[src/rtl/fuse_pkg.sv]
package fuse_pkg;
  parameter int SLOTS = 4;
  parameter int CC_W = 4;
  parameter int CLS_W = 2;
  localparam int IDX_W = $clog2(SLOTS);
  localparam int CNT_W = $clog2(SLOTS + 1);

  typedef enum logic [CLS_W-1:0] {
    CLS_OTHER = 2'd0,
    CLS_TEST  = 2'd1,
    CLS_CMP   = 2'd2,
    CLS_JCC   = 2'd3
  } opClass_e;

  // strobes from control to datapath
  typedef struct packed {
    logic [SLOTS-1:0] fuseAt;
    logic [SLOTS-1:0] takeAt;
    logic             modeBlock;
  } fuseStrb_t;
endpackage

[src/rtl/fuse_ctrl.sv]
module fuse_ctrl
  import fuse_pkg::*;
(
  input  logic [SLOTS-1:0]       slotValid,
  input  logic [SLOTS*CLS_W-1:0] slotClass,
  input  logic [SLOTS*CC_W-1:0]  slotCond,
  input  logic                   longMode,
  input  logic                   newGen,
  output fuseStrb_t              strb
);
  logic [SLOTS-1:0] pairOk;
  logic             blockAll;

  function automatic logic cmpCondOk(input logic [CC_W-1:0] cc);
    return (cc >= CC_W'(2)) && (cc <= CC_W'(7));
  endfunction

  assign blockAll = longMode && !newGen;

  genvar gi;
  generate
    for (gi = 0; gi < SLOTS - 1; gi++) begin : g_pair
      logic [CLS_W-1:0] headCls;
      logic [CLS_W-1:0] tailCls;
      logic [CC_W-1:0]  tailCc;
      assign headCls = slotClass[gi*CLS_W +: CLS_W];
      assign tailCls = slotClass[(gi+1)*CLS_W +: CLS_W];
      assign tailCc  = slotCond[(gi+1)*CC_W +: CC_W];
      assign pairOk[gi] = slotValid[gi] && slotValid[gi+1] && !blockAll &&
                          (tailCls == CLS_JCC) &&
                          ((headCls == CLS_TEST) ||
                           ((headCls == CLS_CMP) && cmpCondOk(tailCc)));
    end
  endgenerate
  assign pairOk[SLOTS-1] = 1'b0;

  // left-to-right resolution: a slot taken as a branch cannot start a pair
  always_comb begin
    logic busy;
    busy = 1'b0;
    strb.fuseAt = '0;
    strb.takeAt = '0;
    for (int i = 0; i < SLOTS; i++) begin
      strb.takeAt[i] = busy;
      strb.fuseAt[i] = pairOk[i] && !busy;
      busy = strb.fuseAt[i];
    end
    strb.modeBlock = blockAll;
  end
endmodule

[src/rtl/fuse_dpath.sv]
module fuse_dpath
  import fuse_pkg::*;
(
  input  logic                   clk,
  input  logic                   rst,
  input  fuseStrb_t              strb,
  input  logic [SLOTS-1:0]       slotValid,
  input  logic [SLOTS*CLS_W-1:0] slotClass,
  input  logic [SLOTS*CC_W-1:0]  slotCond,
  output logic [SLOTS-1:0]       outValid,
  output logic [SLOTS-1:0]       fuseNext,
  output logic [SLOTS-1:0]       consumed,
  output logic [SLOTS-1:0]       recIsCmp,
  output logic [SLOTS*CC_W-1:0]  recCond,
  output logic [SLOTS*IDX_W-1:0] recBranchIdx,
  output logic [CNT_W-1:0]       opCount
);
  logic [SLOTS-1:0]       nxtIsCmp;
  logic [SLOTS*CC_W-1:0]  nxtCond;
  logic [SLOTS*IDX_W-1:0] nxtIdx;
  logic [CNT_W-1:0]       nValid;
  logic [CNT_W-1:0]       nFuse;

  always_comb begin
    nxtIsCmp = '0;
    nxtCond  = '0;
    nxtIdx   = '0;
    nValid   = '0;
    nFuse    = '0;
    for (int i = 0; i < SLOTS; i++) begin
      if (slotValid[i]) nValid = nValid + CNT_W'(1);
      if (strb.fuseAt[i]) begin
        nFuse = nFuse + CNT_W'(1);
        nxtIsCmp[i] = (slotClass[i*CLS_W +: CLS_W] == CLS_CMP);
        if (i < SLOTS - 1) begin
          nxtCond[i*CC_W +: CC_W] = slotCond[(i+1)*CC_W +: CC_W];
          nxtIdx[i*IDX_W +: IDX_W] = IDX_W'(i + 1);
        end
      end
    end
  end

  always_ff @(posedge clk) begin
    if (rst) begin
      outValid     <= '0;
      fuseNext     <= '0;
      consumed     <= '0;
      recIsCmp     <= '0;
      recCond      <= '0;
      recBranchIdx <= '0;
      opCount      <= '0;
    end else begin
      outValid     <= slotValid;
      fuseNext     <= strb.fuseAt;
      consumed     <= strb.takeAt;
      recIsCmp     <= nxtIsCmp;
      recCond      <= nxtCond;
      recBranchIdx <= nxtIdx;
      opCount      <= nValid - nFuse;
    end
  end


  last_no_fuse_chk: assert property (@(posedge clk) disable iff (rst)
    !fuseNext[SLOTS-1]);


  first_not_taken_chk: assert property (@(posedge clk) disable iff (rst)
    !consumed[0]);


  op_count_chk: assert property (@(posedge clk) disable iff (rst)
    32'(opCount) == $countones(outValid) - $countones(fuseNext));

  genvar gj;
  generate
    for (gj = 1; gj < SLOTS; gj++) begin : g_chk

      taken_after_fuse_chk: assert property (@(posedge clk) disable iff (rst)
        consumed[gj] |-> (fuseNext[gj-1] && outValid[gj] && outValid[gj-1]));

      no_chain_chk: assert property (@(posedge clk) disable iff (rst)
        consumed[gj] |-> !fuseNext[gj]);
    end
    for (gj = 0; gj < SLOTS; gj++) begin : g_cond

      cmp_cond_chk: assert property (@(posedge clk) disable iff (rst)
        (fuseNext[gj] && recIsCmp[gj]) |->
          (recCond[gj*CC_W +: CC_W] >= CC_W'(2) && recCond[gj*CC_W +: CC_W] <= CC_W'(7)));
    end
  endgenerate
endmodule

[src/rtl/fuse_detect.sv]
module fuse_detect
  import fuse_pkg::*;
(
  input  logic                   clk,
  input  logic                   rst,
  input  logic [SLOTS-1:0]       slotValid,
  input  logic [SLOTS*CLS_W-1:0] slotClass,
  input  logic [SLOTS*CC_W-1:0]  slotCond,
  input  logic                   longMode,
  input  logic                   newGen,
  output logic [SLOTS-1:0]       outValid,
  output logic [SLOTS-1:0]       fuseNext,
  output logic [SLOTS-1:0]       consumed,
  output logic [SLOTS-1:0]       recIsCmp,
  output logic [SLOTS*CC_W-1:0]  recCond,
  output logic [SLOTS*IDX_W-1:0] recBranchIdx,
  output logic [CNT_W-1:0]       opCount
);
  fuseStrb_t strb;

  fuse_ctrl ctrl_i (
    .slotValid (slotValid),
    .slotClass (slotClass),
    .slotCond  (slotCond),
    .longMode  (longMode),
    .newGen    (newGen),
    .strb      (strb)
  );

  fuse_dpath dpath_i (
    .clk          (clk),
    .rst          (rst),
    .strb         (strb),
    .slotValid    (slotValid),
    .slotClass    (slotClass),
    .slotCond     (slotCond),
    .outValid     (outValid),
    .fuseNext     (fuseNext),
    .consumed     (consumed),
    .recIsCmp     (recIsCmp),
    .recCond      (recCond),
    .recBranchIdx (recBranchIdx),
    .opCount      (opCount)
  );


  legacy_long_block_chk: assert property (@(posedge clk) disable iff (rst)
    (longMode && !newGen) |=> (fuseNext == '0 && consumed == '0));
endmodule

[config.mk]
export PLATFORM = sky130hd
export DESIGN_NAME = fuse_detect
export DESIGN_NICKNAME = d
export VERILOG_FILES = /design/src/rtl/fuse_pkg.sv /design/src/rtl/fuse_ctrl.sv /design/src/rtl/fuse_dpath.sv /design/src/rtl/fuse_detect.sv
export SDC_FILE = /design/constraint.sdc
export NUM_CORES = 1
export LEC_CHECK = 0
export BUFFER_PORTS_ARGS = -buffer_cell sky130_fd_sc_hd__buf_2
export CAP_MARGIN = 30
export CORE_MARGIN = 1
export CORE_UTILIZATION = 44
export CTS_BUF_LIST = sky130_fd_sc_hd__clkbuf_16
export CTS_CLUSTER_DIAMETER = 80
export CTS_CLUSTER_SIZE = 25
export DETAILED_ROUTE_END_ITERATION = 10
export MAX_ROUTING_LAYER = met4
export PLACE_DENSITY_LB_ADDON = 0.05
export SLEW_MARGIN = 20
export SYNTH_ARGS = -nofsm -noshare
export SYNTH_HDL_FRONTEND = slang
export SYNTH_SLANG_ARGS = --single-unit
[constraint.sdc]
create_clock -name clk -period 4.96 [get_ports clk]
set_input_delay 0.496 -clock clk [delete_from_list [all_inputs] [get_ports clk]]
set_output_delay 0.496 -clock clk [all_outputs]
set_load 0.005 [all_outputs]
==> metrics.csv, run 1 <==
stage,metric,value,unit
clocking,TritonCTS clock tree,yes,
synthesis,"basic-gate share of the synthesized area counting and, or, nand and nor cells",26.25,%
power_and_ir_drop,overall power,428.0,uW
die,I/O pins,75,
setup_path,combined buffer and inverter count along the critical path,2,
detailed_routing,WL/cell,9.800,microns
sta,number of hold violations in the final report,0,
synthesis,main combinational cell family by area after synthesis,simple AND/OR/NAND/NOR gates,
synthesis,cells taking the most area after synthesis,"dfxtp_1, buf_4, and2_1",
global_routing,first-pass GRT wire length,2.918,mm
power_and_ir_drop,clock network power share,39.7,%
power_and_ir_drop,sequential share of power,48.4,%
detailed_routing,first-pass iteration count of the detailed router,4,
synthesis,cell count after synthesis,113,
synthesis,library cell with the highest instance count after synthesis,dfxtp_1,
setup_path,CP Max Fanout,3,
global_routing,global router's overall resource usage,15.00,%
synthesis,synthesis-stage register bit count,25,
clocking,clock buffer depth,2,
clocking,clock slew at reported path FFs,0.06,ns
clocking,clock net sink count,25,
global_routing,via count of the first global-routing pass,686,
setup_path,Worst path top cell family by delay,adder cells,
die,starting density of the core,48.52,%
place,port bufs,59,
sta,final sum of negative setup slack,0,ns
setup_path,crit end category,flip-flop,
setup_path,startpoint type of the worst setup path,input port,
synthesis,"EDFF count, synth",0,
die,core area,2318,sq um
place,HPWL Detailed,1.625,mm
setup_path,"Data required, critical path",5.10,ns
clocking,H-tree depth,1,
global_routing,maximum number of pins on one net before global-route repair,14,
synthesis,synth unique cells,25,
power_and_ir_drop,leak pwr,0.7527,nW
clocking,hold buffer count at cts,0,
synthesis,post-synthesis instance area,1125,sq um
synthesis,area fraction of the dominant cell type after synthesis,44.49,%
power_and_ir_drop,net switching power figure,90.20,uW
detailed_routing,antenna-violating nets left,0,
die,floorplan die height,52.56,microns
sta,period utilisation layout,49.26,%
layout,share of cells above drive strength 1,39.52,%
synthesis,main flop type after synthesis,dfxtp_1,
synthesis,dominant cell type by area after synthesis,dfxtp_1,
synthesis,fraction of the yosys area taken by sequential cells,44.49,%
layout,fill cell total of the finished layout,221,
die,Cell Rows,17,
power_and_ir_drop,Comb power frac,11.9,%
sta,highest clock rate,409.3,MHz
detailed_routing,detailed router's first-iteration violation count,8,
place,RePlAce Congestion,0.7313,
clocking,master cell of the clock root buffer,clkbuf_16,
setup_path,CP Data Arrival Time,2.58,ns
sta,final max-slew violation count,0,
layout,antenna cells,0,
clocking,Post-CTS Setup Bufs,0,
power_and_ir_drop,Power Dens Cells,298.7,nW/um^2
synthesis,mux cell area share after synthesis,1.891,%
synthesis,average instance area after synthesis,9.954,sq um
layout,nets,205,
synthesis,xor/xnor share of the synthesized area,3.115,%
synthesis,share of synthesized flip-flops with an asynchronous set or reset,0,%
sta,min Tclk post-route,2.443,ns
power_and_ir_drop,Power Internal,337.8,uW
outcome,status,finished clean,
die,DIE AREA,2763,sq um
power_and_ir_drop,switching part of the total,21.08,%
die,horizontal die dimension,52.56,microns
setup_path,sequence of cells on the critical path,"buf_2, inv_1, ha_1, xor2_1, ha_1, mux2_2, fa_1, xnor2_1, xnor2_1, nor2_1",
detailed_routing,via count of the routed design,871,
global_routing,number of antenna violations at the first check in global routing,0,
detailed_routing,WL final,1.911,mm
hold_path,Worst Hold Class,input port to flip-flop,
setup_path,Crit Path Category,input port to flip-flop,
synthesis,Compound-Gate Fraction of Synth Area,4.004,%
layout,area growth from synthesis to final layout,27.36,%
clocking,total CTS buffers,3,
synthesis,adder-cell share of the synthesized area,6.229,%
sta,RSZ-0062 raised after global routing,false,
synthesis,commonest cells in the netlist,"dfxtp_1, buf_4, and2_1",
clocking,cells resized by post-CTS repair,0,
sta,number of setup violations in the final report,0,
detailed_routing,average via count per standard cell,4.467,
power_and_ir_drop,worst ir drop on vdd,0.0002060,V
synthesis,Yosys Warn Count,0,
setup_path,peak per-stage delay on the critical path,0.43,ns
global_routing,total grt overflow,0,
setup_path,Slowest cell on crit path,fa_1,
detailed_routing,count of unresolved DRC violations after routing,0,
flow_run,Max-Cap Viols,0,
power groups by stage:
stage          sequential, mW  clock, mW  combinational [mW]
2_1_floorplan           0.212          0              0.0338
3_3_place_gp            0.211          0              0.0495
3_5_place_dp            0.212          0              0.0511
4_1_cts                 0.207      0.173              0.0514
5_1_grt                 0.208      0.183              0.0570
6_report                0.207      0.170              0.0508
through the flow:
step / hold slack, ns / util (%) / setup WS (ns) / cell area [sq um] / std cells
2_1_floorplan: 0.6177 / - / 2.484 / 1162 / 123
3_3_place_gp: 0.6977 / 58.39 / 2.290 / 1354 / 191
3_5_place_dp: 0.7014 / 58.39 / 2.244 / 1354 / 191
4_1_cts: 0.4417 / 61.79 / 2.500 / 1433 / 195
5_1_grt: 0.4515 / 61.79 / 2.428 / 1433 / 195
6_report: 0.4418 / 61.79 / 2.517 / 1433 / 195
final cells by class:
type | instances | area (sq um) | area share [%]
multi-input cells | 75 | 508.0 | 35.46
clock inverters | 1 | 3.754 | 0.2620
repair buffers | 59 | 295.3 | 20.61
flip-flops and latches | 25 | 500.5 | 34.93
inverters | 4 | 15.01 | 1.048
clock buffers | 3 | 75.07 | 5.240
well taps | 28 | 35.03 | 2.445
worst paths after layout:
kind | slack [ns] | endpoint | cells after the start | from
setup / recovery | 2.52 | dpath_i.opCount[2] | 10 | slotValid[1]
hold / removal | 0.44 | dpath_i.recCond[8] | 2 | slotCond[12]
per-layer routing:
layer	up-vias	part of all wire [%]	track usage [%]
met4	0	1.2	7.895
met5	-	0	-
met2	38	48	23.00
met3	2	6.1	2.609
met1	385	45	18.75
li1	446	-	-
sequential cells by signal, indices dropped and copies added, names as in the netlist:
name,cells
dpath_i.outValid,4
dpath_i.fuseNext,2
dpath_i.opCount,3
dpath_i.recIsCmp,3
dpath_i.recBranchIdx,1
dpath_i.recCond,12
cells by family (layout without fill, tap and decap cells):
logic type,after synthesis,in the layout
mux,2,2
fa+ha+maj,5,5
other cells,1,11
simple gates,47,47
xor+xnor,4,4
buf+inv,23,67
compound gates,6,6
flops,25,25
cell usage in the layout, fill, tap and decap left out:
cell type / netlist / routed
o21ai_0: 1 / 1
dfxtp_1: 25 / 25
o31ai_1: 2 / 2
nand2b_1: 6 / 6
nor2b_1: 6 / 6
inv_1: 4 / 5
and3b_1: 1 / 1
o31a_1: 2 / 2
xor2_1: 1 / 1
nor2_1: 9 / 9
nor3_1: 3 / 3
buf_2: 0 / 59
fa_1: 1 / 1
nand2_1: 3 / 3
conb_1: 1 / 11
nor4_4: 2 / 2
mux2i_1: 1 / 1
nand2b_4: 1 / 1
mux2_2: 1 / 1
a22oi_1: 1 / 1
nand3_1: 4 / 4
ha_1: 4 / 4
and2_1: 12 / 12
clkbuf_16: 0 / 3
xnor2_1: 3 / 3
No activity file was read; power rests on OpenSTA's default activity.
==> run 2, diff against run 1 <==
--- a/config.mk
+++ b/config.mk
@@ -8,7 +8,7 @@
 export BUFFER_PORTS_ARGS = -buffer_cell sky130_fd_sc_hd__buf_2
 export CAP_MARGIN = 30
 export CORE_MARGIN = 1
-export CORE_UTILIZATION = 44
+export CORE_UTILIZATION = 37
 export CTS_BUF_LIST = sky130_fd_sc_hd__clkbuf_16
 export CTS_CLUSTER_DIAMETER = 80
 export CTS_CLUSTER_SIZE = 25
==> constraint.sdc (replaced) <==
create_clock -name clk -period 2.2 [get_ports clk]
set_input_delay 0.22 -clock clk [delete_from_list [all_inputs] [get_ports clk]]
set_output_delay 0.22 -clock clk [all_outputs]
set_load 0.005 [all_outputs]
==> metrics.csv, run 2 (synthesized netlist as in run 1, its figures left out) <==
stage,metric,value,unit,change
sta,period utilisation layout,93.88,%,
layout,top flop regs,"dpath_i.recCond: 12 flops, dpath_i.outValid: 4 flops",,
sta,min Tclk post-route,2.065,ns,
sta,highest clock rate,484.2,MHz,
sta,Worst Slack Setup Final,0.1347,ns,-2.382 ns
detailed_routing,first-pass iteration count of the detailed router,7,,+3
place,"worst slack, placed",-0.1460,ns,-2.390 ns
hold_path,Hold EP,dpath_i.recCond[4],,
die,floorplan die height,57.14,microns,+8.7%
setup_path,"Data required, critical path",2.34,ns,-2.76 ns
outcome,status,"complete, but fails checks",,
sta,number of setup violations in the final report,0,,unchanged
clocking,master cell of the clock root buffer,clkbuf_16,,
hold_path,count of cells along the worst hold path,2,,unchanged
layout,end-of-flow core utilization,54.49,%,-7.3 points
global_routing,maximum number of pins on one net before global-route repair,14,,unchanged
die,horizontal die dimension,57.14,microns,+8.7%
flow_run,Max-Cap Viols,0,,unchanged
layout,register name with the most flops,dpath_i.recCond,,
detailed_routing,count of unresolved DRC violations after routing,12,,+12
setup_path,startpoint type of the worst setup path,input port,,
outcome,violated checks,DRC,,
layout,area of the multi-input gates,530.5,sq um,+4.4%
layout,fill cell total of the finished layout,272,,+23%
detailed_routing,antenna-violating nets left,0,,unchanged
layout,Largest register FFs,12,,unchanged
die,core area,2829,sq um,+22%
die,DIE AREA,3264,sq um,+18%
power_and_ir_drop,Power Dens Cells,639.1,nW/um^2,+110%
layout,share of cells above drive strength 1,45.51,%,+6.0 points
global_routing,global router's overall resource usage,12.83,%,-2.2 points
detailed_routing,detailed router's first-iteration violation count,23,,+15
clocking,Post-CTS Setup Bufs,0,,unchanged
layout,antenna cells,0,,unchanged
detailed_routing,average via count per standard cell,4.287,,-4.0%
global_routing,number of antenna violations at the first check in global routing,0,,unchanged
layout,"commonest non-fill, non-tap cell in the layout",buf_2,,
clocking,H-tree depth,1,,unchanged
die,starting density of the core,39.76,%,-8.8 points
layout,area of all placed cells without fillers,1541,sq um,+7.6%
clocking,clock slew at reported path FFs,0.06,ns,about the same
clocking,hold buffer count at cts,0,,unchanged
sta,number of hold violations in the final report,0,,unchanged
global_routing,total grt overflow,0,,unchanged
global_routing,via count of the first global-routing pass,771,,+12%
clocking,total CTS buffers,3,,unchanged
detailed_routing,via count of the routed design,896,,+2.9%
setup_path,CP Max Fanout,2,,-1
die,I/O pins,75,,unchanged
power_and_ir_drop,leak pwr,0.8121,nW,+7.9%
place,post-placement cell area,1443,sq um,+6.6%
die,Cell Rows,19,,+2
setup_path,Crit Path Category,input port to flip-flop,,
place,RePlAce Congestion,0.7650,,+4.6%
place,HPWL Detailed,1.643,mm,+1.1%
detailed_routing,WL/cell,9.364,microns,-4.5%
sta,RSZ-0062 raised after global routing,false,,
detailed_routing,WL final,1.957,mm,+2.4%
clocking,cells resized by post-CTS repair,0,,unchanged
global_routing,first-pass GRT wire length,3.160,mm,+8.3%
place,port bufs,59,,unchanged
layout,area growth from synthesis to final layout,37.04,%,
setup_path,CP Data Arrival Time,2.20,ns,-0.38 ns
layout,nets,216,,+5.4%
hold_path,worst hold start,slotCond[8],,
layout,area occupied by registers,500.5,sq um,unchanged
clocking,TritonCTS clock tree,yes,,
power_and_ir_drop,worst ir drop on vdd,0.0003189,V,+55%
setup_path,crit end category,flip-flop,,
sta,final max-slew violation count,0,,unchanged
layout,most frequent cells in the layout,"buf_2, dfxtp_1, and2_1",,
clocking,clock buffer depth,2,,unchanged
clocking,clock net sink count,25,,unchanged
hold_path,Worst Hold Class,input port to flip-flop,,
-- run 2: cell types whose count changed in the layout (fill, tap and decap cells not counted), sizes merged --
| cell | delta |
|---|---|
| buf | +11 |
-- run 2: worst max-delay path by stage --
| stage | start | to | slack [ns] | cells after the start |
|---|---|---|---|---|
| after floorplan | slotValid[0] | dpath_i.opCount[2] | 0.04 | 9 |
| after global placement | slotClass[4] | dpath_i.opCount[2] | -0.13 | 11 |
| after detailed placement | slotClass[4] | dpath_i.opCount[2] | -0.15 | 11 |
| after CTS | slotClass[4] | dpath_i.opCount[2] | 0.12 | 11 |
| after global routing | slotValid[0] | dpath_i.opCount[2] | 0.04 | 10 |
| final | slotValid[0] | dpath_i.opCount[2] | 0.13 | 10 |
-- run 2: power breakdown --
part | internal (mW) | switching [mW] | leakage (nW)
sequential | 0.464 | 0.00255 | 0.203
combinational | 0.0703 | 0.0648 | 0.567
clock | 0.242 | 0.141 | 0.0423
-- run 2: per-layer routing --
| metal | share of wire (%) | up-vias | GRT usage (%) | wire (microns) |
|---|---|---|---|---|
| met4 | 0.56 | 0 | 5.226 | 11 |
| met1 | 44 | 394 | 15.77 | 859 |
| met3 | 6.8 | 2 | 2.041 | 133 |
| li1 | - | 464 | - | - |
| met2 | 49 | 36 | 21.01 | 953 |
| met5 | 0 | - | - | 0 |
-- run 2: final cells by class --
type                            instances  share of cell area, %
Sequential cell                        25                  32.47
Inverter                                4                 0.9740
Tap cell                               31                  2.516
Multi-Input combinational cell         75                  34.42
Timing Repair Buffer                   70                  24.51
Clock buffer                            3                  4.870
Clock inverter                          1                 0.2435
-- run 2: through the flow --
stage               TNS (ns)  total power, mW  hold slack (ns)  cells
finish                     0           0.9851           0.1675    209
global route               0            1.034           0.1625    209
CTS                        0           0.9935           0.1673    209
detailed placement   -0.1779           0.6088           0.4233    205
global placement     -0.1274           0.6058           0.4205    205
floorplan                  0           0.5558           0.3417    123
-- run 2: critical path, cell delays in order --
cell and delay (ns):
buf_2 0.08, inv_1 0.05, ha_1 0.34, xor2_2 0.20, ha_1 0.28, mux2_2 0.28
fa_2 0.40, xnor2_2 0.14, xnor2_1 0.14, nor2_1 0.05
==> run 3, diff against run 2 <==
--- a/config.mk
+++ b/config.mk
@@ -13,8 +13,9 @@
 export CTS_CLUSTER_DIAMETER = 80
 export CTS_CLUSTER_SIZE = 25
 export DETAILED_ROUTE_END_ITERATION = 10
+export GPL_TIMING_DRIVEN = 0
 export MAX_ROUTING_LAYER = met4
-export PLACE_DENSITY_LB_ADDON = 0.05
+export PLACE_DENSITY = 0.85
 export SLEW_MARGIN = 20
 export SYNTH_ARGS = -nofsm -noshare
 export SYNTH_HDL_FRONTEND = slang
==> metrics.csv, run 3 (synthesized netlist as in run 1, its figures left out) <==
stage,metric,value,unit,change
outcome,status,"complete, but fails checks",,
outcome,violated checks,DRC,,
power_and_ir_drop,Power Dens Cells,616.7,nW/um^2,-3.5%
setup_path,crit end category,flip-flop,,
layout,"commonest non-fill, non-tap cell in the layout",buf_2,,
detailed_routing,via count of the routed design,967,,+7.9%
global_routing,total grt overflow,0,,unchanged
power_and_ir_drop,sequential share of power,47.0,%,-0.4 points
layout,post-route non-filler standard cell count,216,,+3.3%
setup_path,CP Data Arrival Time,2.19,ns,about the same
sta,worst slew margin relative to its limit,60.93,%,
power_and_ir_drop,Comb power frac,14.1,%,+0.4 points
place,HPWL Detailed,1.791,mm,+9.0%
die,I/O pins,75,,unchanged
layout,Largest register FFs,12,,unchanged
sta,Hold WS,0.1658,ns,-0.001698 ns
detailed_routing,average via count per standard cell,4.477,,+4.4%
setup_path,CP Max Fanout,2,,unchanged
sta,final sum of negative setup slack,0,ns,unchanged
clocking,H-tree depth,1,,unchanged
power_and_ir_drop,net switching power figure,215.1,uW,+3.2%
clocking,master cell of the clock root buffer,clkbuf_16,,
setup_path,Worst path top cell family by delay,adder cells,,
global_routing,first-pass GRT wire length,3.539,mm,+12%
global_routing,number of antenna violations at the first check in global routing,0,,unchanged
clocking,Post-CTS Setup Bufs,0,,unchanged
sta,transition time at the pin with the least slew margin,0.5861,ns,
place,RePlAce Congestion,0.8101,,+5.9%
place,port bufs,58,,-1.7%
die,starting density of the core,39.76,%,unchanged
detailed_routing,WL final,2.255,mm,+15%
global_routing,via count of the first global-routing pass,829,,+7.5%
clocking,total CTS buffers,3,,unchanged
setup_path,"Data required, critical path",2.32,ns,-0.02 ns
hold_path,Hold EP,dpath_i.recCond[0],,
global_routing,global router's overall resource usage,14.67,%,+1.8 points
place,count of placed standard cells including taps,212,,+3.4%
hold_path,worst hold start,slotCond[4],,
setup_path,Slowest cell on crit path,fa_2,,
sta,highest clock rate,484.5,MHz,about the same
die,floorplan die height,57.14,microns,unchanged
die,horizontal die dimension,57.14,microns,unchanged
setup_path,startpoint type of the worst setup path,input port,,
layout,nets,223,,+3.2%
detailed_routing,antenna-violating nets left,0,,unchanged
layout,most frequent cells in the layout,"buf_2, dfxtp_1, buf_4",,
layout,area growth from synthesis to final layout,43.38,%,
die,DIE AREA,3264,sq um,unchanged
sta,number of setup violations in the final report,0,,unchanged
power_and_ir_drop,Power Internal,779.6,uW,+0.37%
layout,share of cells above drive strength 1,49.19,%,+3.7 points
detailed_routing,count of unresolved DRC violations after routing,16,,+4
power_and_ir_drop,clock network power share,38.9,%,about the same
clocking,clock slew at reported path FFs,0.06,ns,about the same
sta,period utilisation layout,93.82,%,about the same
global_routing,maximum number of pins on one net before global-route repair,14,,unchanged
sta,min Tclk post-route,2.064,ns,-0.001151 ns
sta,number of hold violations in the final report,0,,unchanged
setup_path,Crit Path Category,input port to flip-flop,,
setup_path,combined buffer and inverter count along the critical path,2,,unchanged
power_and_ir_drop,leak pwr,0.8562,nW,+5.4%
die,Cell Rows,19,,unchanged
detailed_routing,detailed router's first-iteration violation count,38,,+65%
detailed_routing,first-pass iteration count of the detailed router,7,,unchanged
hold_path,count of cells along the worst hold path,2,,unchanged
sta,final max-slew violation count,0,,unchanged
clocking,clock net sink count,25,,unchanged
layout,register name with the most flops,dpath_i.recCond,,
layout,antenna cells,0,,unchanged
hold_path,Worst Hold Class,input port to flip-flop,,
layout,fill cell total of the finished layout,231,,-15%
setup_path,sequence of cells on the critical path,"buf_2, inv_2, ha_4, xor2_2, ha_1, mux2_2, fa_2, xnor2_2, xnor2_1, nor2_1",,
setup_path,peak per-stage delay on the critical path,0.40,ns,about the same
layout,top flop regs,"dpath_i.recCond: 12 flops, dpath_i.outValid: 4 flops",,
detailed_routing,WL/cell,10.44,microns,+11%
clocking,TritonCTS clock tree,yes,,
power_and_ir_drop,worst ir drop on vdd,0.0003386,V,+6.2%
flow_run,Max-Cap Viols,0,,unchanged
clocking,clock buffer depth,2,,unchanged
die,core area,2829,sq um,unchanged
power_and_ir_drop,switching part of the total,21.62,%,+0.47 points
-- run 3: final cells by class --
| type | instances | area [sq um] | area share [%] |
|---|---|---|---|
| Inverter | 4 | 15.01 | 0.9310 |
| Timing Repair Buffer | 58 | 290.3 | 18.00 |
| Clock inverter | 1 | 3.754 | 0.2327 |
| Buffer | 19 | 138.9 | 8.611 |
| Multi-Input combinational cell | 75 | 550.5 | 34.13 |
| Sequential cell | 25 | 500.5 | 31.03 |
| Tap cell | 31 | 38.79 | 2.405 |
| Clock buffer | 3 | 75.07 | 4.655 |
-- run 3: layer usage --
layer	share of wire, %	GRT usage [%]	vias up	wire length (microns)
li1	-	-	481	-
met1	37	13.84	426	831
met2	51	27.56	52	1151
met3	9.2	2.721	8	207
met4	2.9	8.362	0	65
met5	0	-	-	0
-- run 3: per-stage QoR --
step                      setup slack, ns  area, sq um  utilization (%)  power (mW)
after detailed placement          -0.2207         1494            52.81      0.6080
after CTS                         0.02949         1573            55.59      0.9874
after global placement            -0.1894         1494            52.81      0.6050
after global routing            -0.001435         1613            57.01       1.038
final                              0.1359         1613            57.01      0.9947
after floorplan                   0.04280         1165                -      0.5558
-- run 3: worst max path at each step --
stage / slack (ns) / depth (start not counted) / to / start
6_report: 0.14 / 10 / dpath_i.opCount[2] / slotValid[0]
5_1_grt: -0.001 / 11 / dpath_i.opCount[2] / slotClass[4]
4_1_cts: 0.03 / 10 / dpath_i.opCount[2] / slotValid[1]
3_5_place_dp: -0.22 / 10 / dpath_i.opCount[2] / slotValid[1]
3_3_place_gp: -0.19 / 10 / dpath_i.opCount[2] / slotValid[1]
2_1_floorplan: 0.04 / 9 / dpath_i.opCount[2] / slotValid[0]
-- run 3: power groups by stage --
stage,sequential (mW),combinational (mW),clock [mW]
3_3_place_gp,0.478,0.127,0
6_report,0.468,0.140,0.387
5_1_grt,0.469,0.158,0.411
2_1_floorplan,0.479,0.0768,0
3_5_place_dp,0.478,0.130,0
4_1_cts,0.468,0.131,0.388
-- run 3: what timing repair did --
| action | 4_1_cts | 5_1_grt |
|---|---|---|
| setup endpoints to repair | 0 | 1 |
| gates resized for setup | 0 | 7 |
| hold buffers | 0 | 0 |
